File: src/rtl/tpg_pkg.sv
package tpg_pkg;
    typedef enum logic {
        SRC_COUNT = 1'b0,
        SRC_LFSR  = 1'b1
    } src_e;
endpackage

File: src/rtl/tpg_counter.sv
module tpg_counter #(
    parameter int W = 23
) (
    input  logic         clk,
    input  logic         rst,
    input  logic         step,
    output logic [W-1:0] value
);
    localparam logic [W-1:0] ONE = {{(W-1){1'b0}}, 1'b1};

    always_ff @(posedge clk) begin
        if (rst) begin
            value <= '0;
        end else if (step) begin
            value <= value + ONE;
        end
    end


    count_step_chk: assert property (@(posedge clk) disable iff (rst)
        step |=> value == $past(value) + ONE);


    count_hold_chk: assert property (@(posedge clk) disable iff (rst)
        !step |=> $stable(value));
endmodule

File: src/rtl/tpg_lfsr.sv
module tpg_lfsr #(
    parameter int          W     = 23,
    parameter int          TAP_A = 22,
    parameter int          TAP_B = 17,
    parameter logic [W-1:0] SEED = 1
) (
    input  logic         clk,
    input  logic         rst,
    input  logic         step,
    output logic [W-1:0] state
);
    logic fb;
    logic [W-1:0] nxt;

    always_comb begin
        fb  = state[TAP_A] ^ state[TAP_B];
        nxt = {state[W-2:0], fb};
    end

    always_ff @(posedge clk) begin
        if (rst) begin
            state <= SEED;
        end else if (step) begin
            state <= nxt;
        end
    end


    lfsr_nonzero_chk: assert property (@(posedge clk) disable iff (rst)
        state != '0);


    lfsr_shift_chk: assert property (@(posedge clk) disable iff (rst)
        step |=> state[W-1:1] == $past(state[W-2:0]));


    lfsr_hold_chk: assert property (@(posedge clk) disable iff (rst)
        !step |=> $stable(state));
endmodule

File: src/rtl/pattern_source.sv
module pattern_source
    import tpg_pkg::*;
#(
    parameter int           WIDTH = 23,
    parameter int           TAP_A = 22,
    parameter int           TAP_B = 17,
    parameter logic [WIDTH-1:0] SEED = 1
) (
    input  logic             clk,
    input  logic             rst,
    input  logic             en,
    input  logic             rand_sel,
    output logic [WIDTH-1:0] data_o
);
    src_e             src;
    logic             cnt_step;
    logic             lfsr_step;
    logic [WIDTH-1:0] cnt_val;
    logic [WIDTH-1:0] lfsr_val;

    // source state decode
    always_comb begin
        src = rand_sel ? SRC_LFSR : SRC_COUNT;
    end

    // outputs and step enables per state
    always_comb begin
        cnt_step  = 1'b0;
        lfsr_step = 1'b0;
        data_o    = '0;
        unique case (src)
            SRC_COUNT: begin
                cnt_step = en;
                data_o   = cnt_val;
            end
            SRC_LFSR: begin
                lfsr_step = en;
                data_o    = lfsr_val;
            end
            default: data_o = '0;
        endcase
    end

    tpg_counter #(.W(WIDTH)) u_cnt (
        .clk   (clk),
        .rst   (rst),
        .step  (cnt_step),
        .value (cnt_val)
    );

    tpg_lfsr #(.W(WIDTH), .TAP_A(TAP_A), .TAP_B(TAP_B), .SEED(SEED)) u_lfsr (
        .clk   (clk),
        .rst   (rst),
        .step  (lfsr_step),
        .state (lfsr_val)
    );


    one_source_chk: assert property (@(posedge clk) disable iff (rst)
        $onehot0({cnt_step, lfsr_step}));


    idle_lfsr_chk: assert property (@(posedge clk) disable iff (rst)
        !rand_sel |=> $stable(lfsr_val));


    idle_cnt_chk: assert property (@(posedge clk) disable iff (rst)
        rand_sel |=> $stable(cnt_val));
endmodule

File: config.mk
export PLATFORM = sky130hd
export DESIGN_NAME = pattern_source
export DESIGN_NICKNAME = d
export VERILOG_FILES = /design/src/rtl/tpg_pkg.sv /design/src/rtl/tpg_counter.sv /design/src/rtl/tpg_lfsr.sv /design/src/rtl/pattern_source.sv
export SDC_FILE = /design/constraint.sdc
export NUM_CORES = 1
export LEC_CHECK = 0
export ABC_AREA = 1
export BUFFER_PORTS_ARGS = -buffer_cell sky130_fd_sc_hd__buf_2
export CAP_MARGIN = 40
export CORE_MARGIN = 2
export CORE_UTILIZATION = 25
export DETAILED_ROUTE_END_ITERATION = 10
export PLACE_DENSITY = 0.41
export SYNTH_ARGS = -nofsm -noshare
export SYNTH_HDL_FRONTEND = slang
export SYNTH_HIERARCHICAL = 1
export SYNTH_SLANG_ARGS = --single-unit
File: constraint.sdc
create_clock -name clk -period 1.2 [get_ports clk]
set_input_delay 0 -clock clk [delete_from_list [all_inputs] [get_ports clk]]
set_output_delay 0 -clock clk [all_outputs]
set_load 0.02 [all_outputs]
Yosys cells after proc, flatten, opt, wreduce, memory -nomap -nowiden

Cells that the tools add are included.

Add/sub/neg operators: 1
Muxes and demuxes: 4
Bitwise gates (word level): 2

Operators by type and width:

| cell                    | number |
|---|---|
| $pmux W23 S2            | 1 |
| $add A23 B1 Y23 const B | 1 |
| $mux W1                 | 3 |
| $not A1 Y1              | 1 |
| $xor A1 B1 Y1           | 1 |

Register bits after elaboration: 46
Output and inout port bits: 23
Logic and storage cells: 9

Logic depth before layout (Yosys ltp)

Gate-level depths: netlist of the first run.

Depth after elaboration: 3
Gate-level depth with buffers: 10
Gate-level depth less buffers: 9

Modules after synthesis

Netlist of the first run, hierarchy kept.

By module, submodules not included:

| module         | times used | cells each | area each (um^2) |
|---|---|---|---|
| tpg_counter    | 1          | 174        | 1,162.4 |
| tpg_lfsr       | 1          | 104        | 813.3 |
| pattern_source | 1          | 79         | 367.9 |

Worst setup path before layout of the first run

No wires, ideal clock.

Path kind: input to register
Start point: in rand_sel
End point: reg u_cnt.value[21]
Setup time: 115 ps
Data arrival time: 1,207 ps
Setup slack: -122 ps
Stages on the path: 10
Buffers on the path: 2
Cells stage by stage: buf_6 clkbuf_8 nor2_1 nand2_1 nor2_4 nand2_4 nor2_1 nand3_1 nand2_1 nor2_1

Cells in the longest elaborated chain, start to end: 2

RTL lines:

| item                 | RTL line             | source |
|---|---|---|
| start, declared      | pattern_source.sv:12 | `input logic rand_sel,` |
| $mux W1              | pattern_source.sv:23 | `src = rand_sel ? SRC_LFSR : SRC_COUNT;` |
| $mux W1              | pattern_source.sv:31 | `unique case (src)` |
| named net cnt_step   | pattern_source.sv:16 | `logic cnt_step;` |
| end signal, assigned | tpg_counter.sv:15    | `value <= value + ONE;` |
| end, declared        | tpg_counter.sv:7     | `output logic [W-1:0] value` |

The timed path passes the listed nets, and every way through them passes these cells.
A chain may end at the register's enable or synchronous reset.

Worst setup path after layout of the first run

Start point: reg u_cnt.value[1]
End point: reg u_cnt.value[8]

Cells in the longest elaborated chain, start to end: 1

RTL lines:

| item            | RTL line |
|---|---|
| $add A23 B1 Y23 | tpg_counter.sv:15 |

Every way passes these cells.

==> impl_metrics.env, run 1 <==
export IMPL_drt_iter0_drc=116
export IMPL_place_gp_congestion=0.7549
export IMPL_area_delta_synth_final_pct=29.68
export IMPL_synth_top_area_cell="dfxtp_1"
export IMPL_die_w_um=100.8
export IMPL_cts_root_buf="clkbuf_8"
export IMPL_start_util_pct=25.60
export IMPL_diodes=0
export IMPL_ys_async_sr_fraction_pct=0
export IMPL_crit_type="register to register"
export IMPL_hpwl_um=4545
export IMPL_post_drt_via_cell_ratio=4.296
export IMPL_synth_seq_cells=46
export IMPL_numCtsBuffers=5
export IMPL_dp_cells=516
export IMPL_hold_class="input port to register"
export IMPL_antenna_found_initial=0
export IMPL_whs_path_depth=3
export IMPL_grt_busiest_layer="met2"
export IMPL_use_met1_pct=18.09
export IMPL_synth_top_area_share_pct=39.30
export IMPL_clockBufferDepth=2
export IMPL_switching_share_pct=22.74
export IMPL_slew_violations=0
export IMPL_vias=2290
export IMPL_grt_pass1_vias=2152
export IMPL_grt_ovfl_total=0
export IMPL_ys_seq_area_share_pct=39.30
export IMPL_fin_tns_setup_ns=-0.4682
export IMPL_p_clk_share_pct=40.9
export IMPL_wl_per_cell_um=11.94
export IMPL_finalClockSkew_ns=0.004434
export IMPL_wl_um=6366
export IMPL_setup_viol=16
export IMPL_rsz0062_at_grt="true"
export IMPL_firstDrtPassIters=4
export IMPL_numClockSinks=46
export IMPL_setup_ws_ns=-0.07832
export IMPL_clk_latency_ns=0.29
export IMPL_drc=0
export IMPL_grt_use_total_pct=13.07
export IMPL_dieHeight_um=100.8
export IMPL_drive_above_1_share_pct=27.01
export IMPL_avgSynthCellArea_um2=6.564
export IMPL_fin_cells=533
export IMPL_worst_r2r_cell_count=8
export IMPL_portBuffers=26
export IMPL_finish_utilization_pct=33.21
export IMPL_tightest_slew_ns=0.4010
export IMPL_syn_instance_count=357
export IMPL_fin_crit_ns=1.278
export IMPL_switching_power_uw=665.6
export IMPL_status="finished, violations left"
export IMPL_met2_usage_pct=20.67
export IMPL_start_kind="register"
export IMPL_synthFlopType="dfxtp_1"
export IMPL_grt_max_degree=26
export IMPL_required_ns=1.39
export IMPL_ys_warn_count=6
export IMPL_synth_most_common_cell="nand2_1"
export IMPL_synth_area_top_cells="dfxtp_1 39%, nand2_1 24%, a21oi_1 8.3%"
export IMPL_crit_fanout=4
export IMPL_met3_usage_pct=2.566
export IMPL_grt_pass1_wl_um=10510
export IMPL_synth_area_um2=2343
export IMPL_rows=35
export IMPL_fmaxAchievable_ghz=0.7823
export IMPL_maxSlewHeadroom_pct=73.23
export IMPL_cts_htree_levels=2
export IMPL_leakage_uw=0.001309
export IMPL_ant_nets=0
export IMPL_core_um2=9153
export IMPL_die_area_um2=10160
export IMPL_synthesis_nets=362
export IMPL_p_per_area_nw_per_um2=963.1
export IMPL_fin_nets=427
export IMPL_power_frac_comb_pct=6.3
export IMPL_yosys_top_cells_count="152 x nand2_1, 46 x dfxtp_1, 40 x nor2_1"
export IMPL_endpoint_kind="register"
export IMPL_finalCritPeriodShare_pct=106.5
export IMPL_synth_edff_count=0
export IMPL_synth_cell_types=26
export IMPL_violations="setup timing"
export IMPL_clk_pin_slew_worst_paths_ns=0.08
export IMPL_p_int_uw=2262
export IMPL_pin_count=27
export IMPL_critPathArrivalTime_ns=1.47
export IMPL_drv_cap=0
export IMPL_cts_tree="yes"
export IMPL_hold_viol_final=0
export IMPL_power_frac_seq_pct=52.8
export IMPL_ir_drop_v=0.0004552
## layout make-up
class | instances | area (µm²)
clock buffers | 6 | 82.58
clock inverters | 1 | 30.03
fillers | 988 | 6113
inverters | 25 | 101.3
multi-input cells | 274 | 1282
flip-flops and latches | 46 | 933.4
well taps | 111 | 138.9
repair buffers | 70 | 470.5
## metal layers
| metal | vias up | routed length (µm) | share of wire, % |
|---|---|---|---|
| met5 | - | 0 | 0 |
| met4 | 0 | 47 | 0.74 |
| met3 | 4 | 156 | 2.5 |
| met2 | 22 | 3033 | 48 |
| met1 | 1029 | 3127 | 49 |
| li1 | 1235 | - | - |
## cells by family after synthesis
| logic type | Yosys count | share of synthesized area, % |
|---|---|---|
| fa+ha+maj | 1 | 0.5338 |
| xor+xnor | 2 | 0.7476 |
| flops | 46 | 39.30 |
| compound gates | 49 | 10.78 |
| simple gates | 222 | 39.56 |
| buf+inv | 37 | 9.076 |
## registers in the layout (all words and copies together) (netlist names)
signal,cells
u_cnt/value,23
u_lfsr/state,23
## what timing repair did
action / CTS / global route
hold buffers: 1 / 0
endpoints found under the hold margin: 4 / 0
setup buffers: 5 / 4
resized for setup: 13 / 10
gates cloned: 0 / 0
pin swaps: 8 / 11
setup endpoints to repair: 12 / 22
## critical path, cell delays in order (launching register included)
cell	delay [ns]
dfxtp_4	0.38
ha_4	0.14
nand2_4	0.05
nor2_4	0.16
buf_4	0.14
buf_6	0.09
nand2_1	0.05
xor2_1	0.12
nor2_1	0.05
## path summary, 6_finish.rpt
| path | to | startpoint | slack [ns] |
|---|---|---|---|
| worst min register to register | u_lfsr/state[7]$_SDFFE_PP0P_ | u_lfsr/state[7]$_SDFFE_PP0P_ | 0.48 |
| worst max register to register | u_cnt/value[8]$_SDFFE_PP0P_ | u_cnt/value[1]$_SDFFE_PP0P_ | -0.08 |
| worst max-delay path | u_cnt/value[8]$_SDFFE_PP0P_ | u_cnt/value[1]$_SDFFE_PP0P_ | -0.08 |
| worst min-delay path | u_cnt/value[1]$_SDFFE_PP0P_ | rand_sel | 0.02 |
## power by group through the flow
stage / logic (µW) / clock network, µW / registers (µW)
floorplan: 138 / 0 / 1580
global placement: 177 / 0 / 1580
detailed placement: 178 / 0 / 1580
CTS: 185 / 1250 / 1550
global route: 207 / 1310 / 1550
finish: 185 / 1200 / 1550
## cells in the final DEF, fill, tap and decap left out, drive strengths merged
master       count
buf             69
dfxtp           46
o21a             2
and2             1
o21bai           1
bufinv           1
o21ai            7
xor2             2
ha               1
a21oi           39
nand3           13
inv             24
nand2          163
clkinv           1
nor2            45
dlygate4sd3      1
clkbuf           6
## metrics by stage
step	hold WS [ns]	power (µW)	cell area, µm²	setup WS [ns]
6_report	0.01793	2927	3039	-0.07832
3_5_place_dp	0.3019	1760	2769	-0.08140
5_1_grt	0.05526	3062	3039	-0.1716
2_1_floorplan	0.06907	1718	2356	-0.02039
3_3_place_gp	0.3065	1758	2769	-0.07256
4_1_cts	0.002972	2984	2972	-0.07822
(Power assumes the default switching activity.)
==> inputs of run 2 (changes only) <==
--- a/config.mk
+++ b/config.mk
@@ -14,5 +14,4 @@
 export PLACE_DENSITY = 0.41
 export SYNTH_ARGS = -nofsm -noshare
 export SYNTH_HDL_FRONTEND = slang
-export SYNTH_HIERARCHICAL = 1
 export SYNTH_SLANG_ARGS = --single-unit
==> run 2 against run 1 <==
The flow still finishes with violations (setup timing). Critical path depth unchanged. Maximum frequency grew 1.5%. Die area down 1.8%. Final area increased by 7.0%. Sequential share of layout area is 1.2 points lower. Critical path type unchanged. Largest cell class unchanged.
==> impl_metrics.env, run 2 <==
export IMPL_grt_use_total_pct=15.43
export IMPL_pre_cts_ws_ns=-0.1519
export IMPL_ctsHoldBuffers=0
export IMPL_rsz0062_at_grt="true"
export IMPL_required_ns=1.43
export IMPL_maxSlewHeadroom_pct=80.87
export IMPL_drt_met1_wl_um=3564
export IMPL_synth_edff_count=0
export IMPL_clockBufferDepth=2
export IMPL_firstDrtPassIters=4
export IMPL_start_util_pct=26.12
export IMPL_grt_max_degree=29
export IMPL_start_kind="register"
export IMPL_dieHeight_um=99.91
export IMPL_cts_htree_levels=2
export IMPL_clk_latency_ns=0.31
export IMPL_drive_above_1_share_pct=36.14
export IMPL_cts_root_buf="clkbuf_8"
export IMPL_layout_top_registers="u_cnt.value x23, u_lfsr.state x23"
export IMPL_pin_count=27
export IMPL_numClockSinks=46
export IMPL_ir_drop_v=0.0004490
export IMPL_wl_um=7351
export IMPL_critical_path_max_stage_delay_ns=0.38
export IMPL_setup_ws_ns=-0.05982
export IMPL_finish_utilization_pct=36.94
export IMPL_setup_viol=7
export IMPL_fmaxAchievable_ghz=0.7938
export IMPL_power_frac_seq_pct=50.7
export IMPL_hpwl_um=5441
export IMPL_whs_ns=0.05342
export IMPL_cts_tree="yes"
export IMPL_violations="setup timing"
export IMPL_die_w_um=99.91
export IMPL_core_um2=8806
export IMPL_synth_top_area_share_pct=40.04
export IMPL_ys_async_sr_fraction_pct=0
export IMPL_fin_tns_setup_ns=-0.1924
export IMPL_hold_class="input port to register"
export IMPL_place_area_um2=2848
export IMPL_post_drt_via_cell_ratio=4.685
export IMPL_die_area_um2=9982
export IMPL_p_per_area_nw_per_um2=938.7
export IMPL_wl_per_cell_um=14.06
export IMPL_area_delta_synth_final_pct=41.46
export IMPL_final_cell_mix="85 x nand2_1, 40 x buf_4, 33 x a21oi_1, 27 x nor2_1, 27 x dfxtp_1"
export IMPL_syn_instance_count=353
export IMPL_avgSynthCellArea_um2=6.515
export IMPL_vias=2450
export IMPL_power_frac_comb_pct=8.0
export IMPL_hold_viol_final=0
export IMPL_fin_nets=419
export IMPL_synth_cell_types=22
export IMPL_design_area_um2=3253
export IMPL_ys_seq_area_share_pct=40.04
export IMPL_crit_fanout=5
export IMPL_rows=34
export IMPL_synth_area_top_cells="dfxtp_1 40%, nand2_1 16%, a21oi_1 7.2%"
export IMPL_synth_top_area_cell="dfxtp_1"
export IMPL_p_int_uw=2251
export IMPL_place_gp_congestion=0.8353
export IMPL_p_clk_share_pct=41.2
export IMPL_finalClockSkew_ns=0.003518
export IMPL_met2WireLength_um=3521
export IMPL_synthFlopType="dfxtp_1"
export IMPL_portBuffers=26
export IMPL_synth_most_common_cell="nand2_1"
export IMPL_drc=0
export IMPL_critPathArrivalTime_ns=1.49
export IMPL_grt_pass1_vias=2434
export IMPL_switching_power_uw=802.7
export IMPL_numCtsBuffers=5
export IMPL_diodes=0
export IMPL_layout_commonest_cell="nand2_1"
export IMPL_leakage_uw=0.001277
export IMPL_slew_violations=0
export IMPL_crit_type="register to register"
export IMPL_drv_cap=0
export IMPL_switching_share_pct=26.29
export IMPL_synth_seq_cells=46
export IMPL_synthesis_nets=358
export IMPL_top_layer_used="met4"
export IMPL_finalCritPeriodShare_pct=105.0
export IMPL_antenna_found_initial=0
export IMPL_tightest_slew_ns=0.2870
export IMPL_synth_area_um2=2300
export IMPL_fin_crit_ns=1.260
export IMPL_grt_pass1_wl_um=12200
export IMPL_drt_iter0_drc=95
export IMPL_route_met3_wl_um=189
export IMPL_clk_pin_slew_worst_paths_ns=0.10
export IMPL_crit_slowest_cell="dfxtp_4"
export IMPL_crit_chain="ha_4 -> nand3_4 -> nor2_4 -> nand2_4 -> inv_4 -> buf_4 -> nor2_1 -> nor3_1"
export IMPL_status="finished, violations left"
export IMPL_endpoint_kind="register"
export IMPL_ant_nets=0
export IMPL_yosys_top_cells_count="96 x nand2_1, 46 x dfxtp_1, 38 x nor2_1"
export IMPL_grt_ovfl_total=0
export IMPL_ys_warn_count=0
-- run 2: changes by cell type after synthesis, moves of 9 or more --
| cell | change |
|---|---|
| nand2_1 | -56 |
| o21ai_0 | +25 |
| nand3_1 | +18 |
| inv_1 | +10 |
| buf_2 | +9 |
| nand4_1 | +9 |
-- run 2: final timing paths --
check	start	end	slack [ns]	cells past startpoint
max reg2reg	u_cnt.value[1]$_SDFFE_PP0P_	u_cnt.value[6]$_SDFFE_PP0P_	-0.06	8
min reg2reg	u_cnt.value[7]$_SDFFE_PP0P_	u_cnt.value[7]$_SDFFE_PP0P_	0.47	1
max	u_cnt.value[1]$_SDFFE_PP0P_	u_cnt.value[6]$_SDFFE_PP0P_	-0.06	8
min	en	u_cnt.value[0]$_SDFFE_PP0P_	0.05	3
-- run 2: repair_timing --
action / CTS / global route
resized for setup: 54 / 53
setup endpoints to repair: 30 / 35
buffers inserted: 1 / 1
pin swaps: 12 / 12
-- run 2: kinds of logic (layout without fill, tap and decap cells) --
| group | count (synthesis) | count (layout) | share of synthesized area, % |
|---|---|---|---|
| fa+ha+maj | 1 | 1 | 0.5440 |
| compound gates | 67 | 67 | 14.80 |
| simple gates | 189 | 189 | 35.69 |
| buf+inv | 49 | 111 | 8.542 |
| xor+xnor | 1 | 1 | 0.3809 |
| flops | 46 | 46 | 40.04 |
-- run 2: stage by stage --
step           power, µW  cells
6_report            3054    523
5_1_grt             3182    523
4_1_cts             3106    522
3_5_place_dp        1829    514
3_3_place_gp        1828    514
2_1_floorplan       1729    353
-- run 2: final cells by class --
cell class,count,area [µm²]
Timing Repair Buffer,69,523.0
Multi-Input combinational cell,258,1386
Tap cell,108,135.1
Fill cell,969,5553
Sequential cell,46,959.7
Clock inverter,3,47.55
Inverter,34,132.6
Clock buffer,5,68.82
-- run 2: worst max-delay path: cells and delay by family, from the launching register on --
family | cells | cell delay, ns
fa+ha+maj | 1 | 0.16
buf+inv | 2 | 0.21
flops | 1 | 0.38
simple gates | 5 | 0.43
-- run 2: power groups by stage --
stage / Sequential [µW] / Clock (µW) / Combinational, µW
after floorplan: 1590 / 0 / 136
after global placement: 1600 / 0 / 233
after detailed placement: 1600 / 0 / 233
after CTS: 1560 / 1300 / 245
after global routing: 1550 / 1360 / 271
final: 1550 / 1260 / 246
-- run 2: routing by layer --
| metal | vias to the layer above | global-route usage [%] |
|---|---|---|
| li1 | 1271 | - |
| met1 | 1142 | 21.01 |
| met2 | 30 | 25.83 |
| met3 | 7 | 2.089 |
| met4 | 0 | 4.004 |
| met5 | - | 0 |
